File: config.mk
export PLATFORM = sky130hd
export DESIGN_NAME = stack_branch_unit
export DESIGN_NICKNAME = d
export VERILOG_FILES = /design/src/rtl/stack_branch_unit.sv
export SDC_FILE = /design/constraint.sdc
export NUM_CORES = 1
export LEC_CHECK = 0
export CAP_MARGIN = 25
export CORE_AREA = 2 2 39 41
export DETAILED_ROUTE_END_ITERATION = 16
export DIE_AREA = 0 0 41 43
export DONT_BUFFER_PORTS = 1
export GPL_TIMING_DRIVEN = 0
export PLACE_DENSITY = 0.39
export SETUP_SLACK_MARGIN = 0.3
export SLEW_MARGIN = 20
export SYNTH_ARGS = -nofsm -noshare
export SYNTH_HDL_FRONTEND = slang
export SYNTH_SLANG_ARGS = --single-unit
File: constraint.sdc
create_clock -name clk -period 2.3 [get_ports clk]
set_input_delay 0.23 -clock clk [delete_from_list [all_inputs] [get_ports clk]]
set_output_delay 0.23 -clock clk [all_outputs]
set_load 0.02 [all_outputs]
File: src/rtl/stack_branch_unit.sv
module stack_branch_unit #(
  parameter int WIDTH = 16
) (
  input  logic             clk,
  input  logic             rst_n,
  input  logic             br_valid,
  input  logic [2:0]       br_kind,
  input  logic [WIDTH-1:0] a_top,
  input  logic             cc_n,
  input  logic             cc_z,
  input  logic             ind_sel,
  output logic             dec_valid,
  output logic             take,
  output logic             indirect,
  output logic             pop_a,
  output logic             seq_next
);

  localparam logic [2:0] K_ANZ = 3'd1;
  localparam logic [2:0] K_AZ  = 3'd2;
  localparam logic [2:0] K_EQ  = 3'd3;

  logic a_is_zero, is_anz, is_az, is_eq, cond, hit;

  assign a_is_zero = (a_top == '0);
  assign is_anz    = (br_kind == K_ANZ);
  assign is_az     = (br_kind == K_AZ);
  assign is_eq     = (br_kind == K_EQ);
  assign cond      = (is_anz & ~a_is_zero) | (is_az & a_is_zero) | (is_eq & ~cc_n & cc_z);
  assign hit       = br_valid & cond;

  always_ff @(posedge clk) begin
    if (!rst_n) begin
      dec_valid <= 1'b0;
      take      <= 1'b0;
      indirect  <= 1'b0;
      pop_a     <= 1'b0;
      seq_next  <= 1'b0;
    end else begin
      dec_valid <= br_valid;
      take      <= hit;
      indirect  <= hit & ind_sel;
      pop_a     <= br_valid & (is_anz | is_az);
      seq_next  <= br_valid & ~cond;
    end
  end

  a_r2_anz_taken: assert property (@(posedge clk) disable iff (!rst_n)
    (br_valid && br_kind == 3'd1 && a_top != '0) |=> take);
  a_r2_anz_fall: assert property (@(posedge clk) disable iff (!rst_n)
    (br_valid && br_kind == 3'd1 && a_top == '0) |=> (!take && seq_next));
  a_r3_az_taken: assert property (@(posedge clk) disable iff (!rst_n)
    (br_valid && br_kind == 3'd2 && a_top == '0) |=> take);
  a_r3_az_fall: assert property (@(posedge clk) disable iff (!rst_n)
    (br_valid && br_kind == 3'd2 && a_top != '0) |=> (!take && seq_next));
  a_r4_pop: assert property (@(posedge clk) disable iff (!rst_n)
    (br_valid && (br_kind == 3'd1 || br_kind == 3'd2)) |=> pop_a);
  a_r5_eq_fall: assert property (@(posedge clk) disable iff (!rst_n)
    (br_valid && br_kind == 3'd3 && (cc_n || !cc_z)) |=> !take);
  a_r6_eq_nopop: assert property (@(posedge clk) disable iff (!rst_n)
    (br_valid && br_kind == 3'd3) |=> !pop_a);
  a_r8_ind_masked: assert property (@(posedge clk) disable iff (!rst_n)
    indirect |-> take);
  a_r8_excl: assert property (@(posedge clk) disable iff (!rst_n)
    dec_valid |-> $countones({take, seq_next}) == 1);
  a_r9_unknown: assert property (@(posedge clk) disable iff (!rst_n)
    (br_valid && (br_kind == 3'd0 || br_kind > 3'd3)) |=> (!take && !pop_a && seq_next));
  a_r10_idle: assert property (@(posedge clk) disable iff (!rst_n)
    !br_valid |=> (!dec_valid && !take && !pop_a && !seq_next && !indirect));

endmodule

==> results.txt <==
The post-layout total power came out at 204 uW. The count of routing violations after the opening detailed-route iteration is 1. The number of inserted diodes is 0. The synthesized design devotes to its leading area cell type a little under half of total area. The leakage power came out at ~0.097 nW. The type of the worst setup path is input port to register. The ratio of final minimum period to clock period came out at roughly two fifths. The final routed wire length divided by cell count came out at around 12 um.

The vertical die dimension came out at ~43 um. After the flow finishes, the layout carries non-filler instances totaling 43. The level count of the clock H-tree is 1.

The synthesized design contains 5 register bits. The global route total overflow came out at 0. The final hold violation count came out at 0. For hold timing, the worst endpoint is pop_a. The placeable core area came out at around 0.0014 mm2. Data arrives at the worst endpoint at roughly 1.1 ns. Across the VDD grid, the largest voltage drop is 0.000146 V. The portion of the post-synthesis area used by sequential elements came out at 47.9%.

The synthesized net count came out at 48. The fraction of layout instances using a drive strength above 1 came out at approximately 15%. The quantity of I/O buffers inserted on ports came out at 0. The first global-routing pass estimated approximately 710 um of wire. In the layout the commonest cells are 5 x dfxtp_1, 4 x nor4_1, 3 x nand2_1, 3 x clkbuf_4. In this run the worst path has a maximum fanout of 3. The biggest area contributor in the post-synthesis netlist is dfxtp_1. The die span in x came out at ~41 um. The unique cell type count in the Yosys netlist is 12. The leading cell type in the layout, fill and taps excluded is dfxtp_1. Using the TritonRoute via totals, the vias-per-cell ratio works out to about 4.3. The routability congestion estimate is a little under 0.7. The total number of nets in the final design is 53. The maximum operating frequency is ~1100 MHz.

The post-place instance area is around 230 um2. Subtracting the final worst setup slack from the clock period gives around 0.95 ns. The total of hold buffers inserted after clock tree synthesis is 0. By area the synthesized netlist is led by dfxtp_1 48%, nor4_1 12%, nor4_2 6.0%. The number of global-route vias before repair is ~180. The worst hold path startpoint is br_kind[2]. Walking the worst path, the cells encountered are nor4_1 > nand4_1 > mux2i_1 > o31a_1. The number of iterations in the first detailed-routing pass came out at 2. The final wirelength came out at between 500 and 600 um.

The worst hold margin came out at around 0.069 ns. For the final routed database, the setup TNS stands at 0 ns. Entering global routing, the biggest net connects 5 pins.

Counting instances, the worst hold path has a depth of 1. The relative slew slack came out at 82.0%. The final max-slew violation count came to 0. The number of buffers inserted by post-CTS setup repair came out at 0.

The required time of the critical path is 2.42 ns. Global routing used just under 7% of the available tracks. The number of routed nets with antenna violations is 0.

During synthesis, Yosys emitted a total of 0 warnings. The maximum buffer depth of the clock tree came out at 2. The tightest min-delay check is of the input port to register type. For this run, design rule violations remaining after detail routing come to 0. The startpoint type of the worst setup path is an input port.

The synthesized area came out at around 210 um2. The largest single stage delay on the critical path is 0.27 ns. For this design the ratio of total power to cell area is 798 mW/mm2. TritonCTS built the clock tree. The TritonCTS buffer count is 3. The initial core utilization is about 15%. The count of mapped cells out of synthesis is 23. Compared with the post-synthesis result, the final layout area differs by 22.2%. Each instance of the synthesized netlist takes up on average approximately 9.1 um2.

The flow ran to the end, and the final reports show no timing, DRC or antenna violations. The number of gates given a new drive strength after cts is 0. The number of max-capacitance violations reported is 0. The area of the die is approximately 0.0018 mm2. The cell chosen for the clock root is clkbuf_4. The floorplan has 14 rows. For this design the top-level I/O count stands at 30. Among all stages on the critical path, the largest delay is contributed by nor4_1. The number of fill cells came out at approximately 160. Setup repair after global routing left no endpoint under its margin. The final setup violation count came out at 0. The total via count after detailed routing came out at 183.

The transition time of the tightest slew-check pin came out at 0.263 ns. The initial antenna violation count is 0. The clock input transition at the sequential cells of the worst setup and hold paths is about 0.04 ns. The finished cells cover about 260 um2. In this run, placement finished with an instance count of 39. The number of sinks handled by clock tree synthesis came out at 5.

The critical path endpoint category is a register.
-- how the worst max path moves through the flow --
stage                     startpoint  endpoint  slack (ns)  cells after the start
final                       a_top[2]  seq_next        1.35                      4
after global routing        a_top[2]  seq_next        1.22                      4
after CTS                   a_top[1]  seq_next        1.36                      4
after detailed placement    a_top[1]  seq_next        1.10                      4
after global placement      a_top[2]  seq_next        1.12                      4
after floorplan             a_top[2]  seq_next        1.19                      4
-- worst max-delay path, delay by kind of cell --
| family | cells | cell delay [ns] |
|---|---|---|
| AND/OR/NAND/NOR | 2 | 0.42 |
| AO/OA/AOI/OAI | 1 | 0.25 |
| multiplexers | 1 | 0.18 |
-- cells by family (layout without fill, tap and decap cells) --
group                  Yosys count  in the layout  synth area share (%)
AO/OA/AOI/OAI                    2              2                  6.59
flip-flops                       5              5                  47.9
multiplexers                     1              1                  4.79
buffers and inverters            2              6                  3.59
XOR/XNOR                         1              1                  4.19
AND/OR/NAND/NOR                 12             12                  32.9
-- per-layer routing --
| metal | vias up | global-route usage [%] | wire [um] |
|---|---|---|---|
| met3 | 0 | 3.14 | 29 |
| li1 | 92 | - | - |
| met2 | 8 | 9.38 | 315 |
| met5 | - | 0 | 0 |
| met4 | 0 | 8.00 | 0 |
| met1 | 83 | 6.11 | 178 |
-- state kept, by name (all words and copies together) (netlist names) --
register,cells
pop_a,1
dec_valid,1
seq_next,1
indirect,1
take,1
-- through the flow --
stage	setup WS (ns)	util (%)
3_3_place_gp	1.12	16.5
3_5_place_dp	1.10	16.5
4_1_cts	1.36	18.4
5_1_grt	1.22	18.4
2_1_floorplan	1.19	-
6_report	1.35	18.4
-- report_power, final --
part	total, mW	internal (mW)	leakage [nW]	switching (mW)
Combinational	0.0103	0.00506	0.0412	0.00526
Sequential	0.0954	0.0904	0.0410	0.00505
Clock	0.0979	0.0654	0.0150	0.0326
-- cells in the mapped netlist, drive strengths merged --
| cell type | n |
|---|---|
| a21oi | 1 |
| dfxtp | 5 |
| inv | 2 |
| mux2i | 1 |
| nand2 | 3 |
| nand4 | 1 |
| nor2 | 1 |
| nor3 | 2 |
| nor4 | 5 |
| o31a | 1 |
| xnor2 | 1 |
-- final cells by class --
cell class / instances / area, um2 / share of cell area (%)
tap: 16 / 20.0 / 7.84
sequential: 5 / 100 / 39.2
inverter: 2 / 7.51 / 2.94
clock buffer: 4 / 26.3 / 10.3
multi-input combinational: 16 / 101 / 39.7
Power figures use the tool's default switching activity.
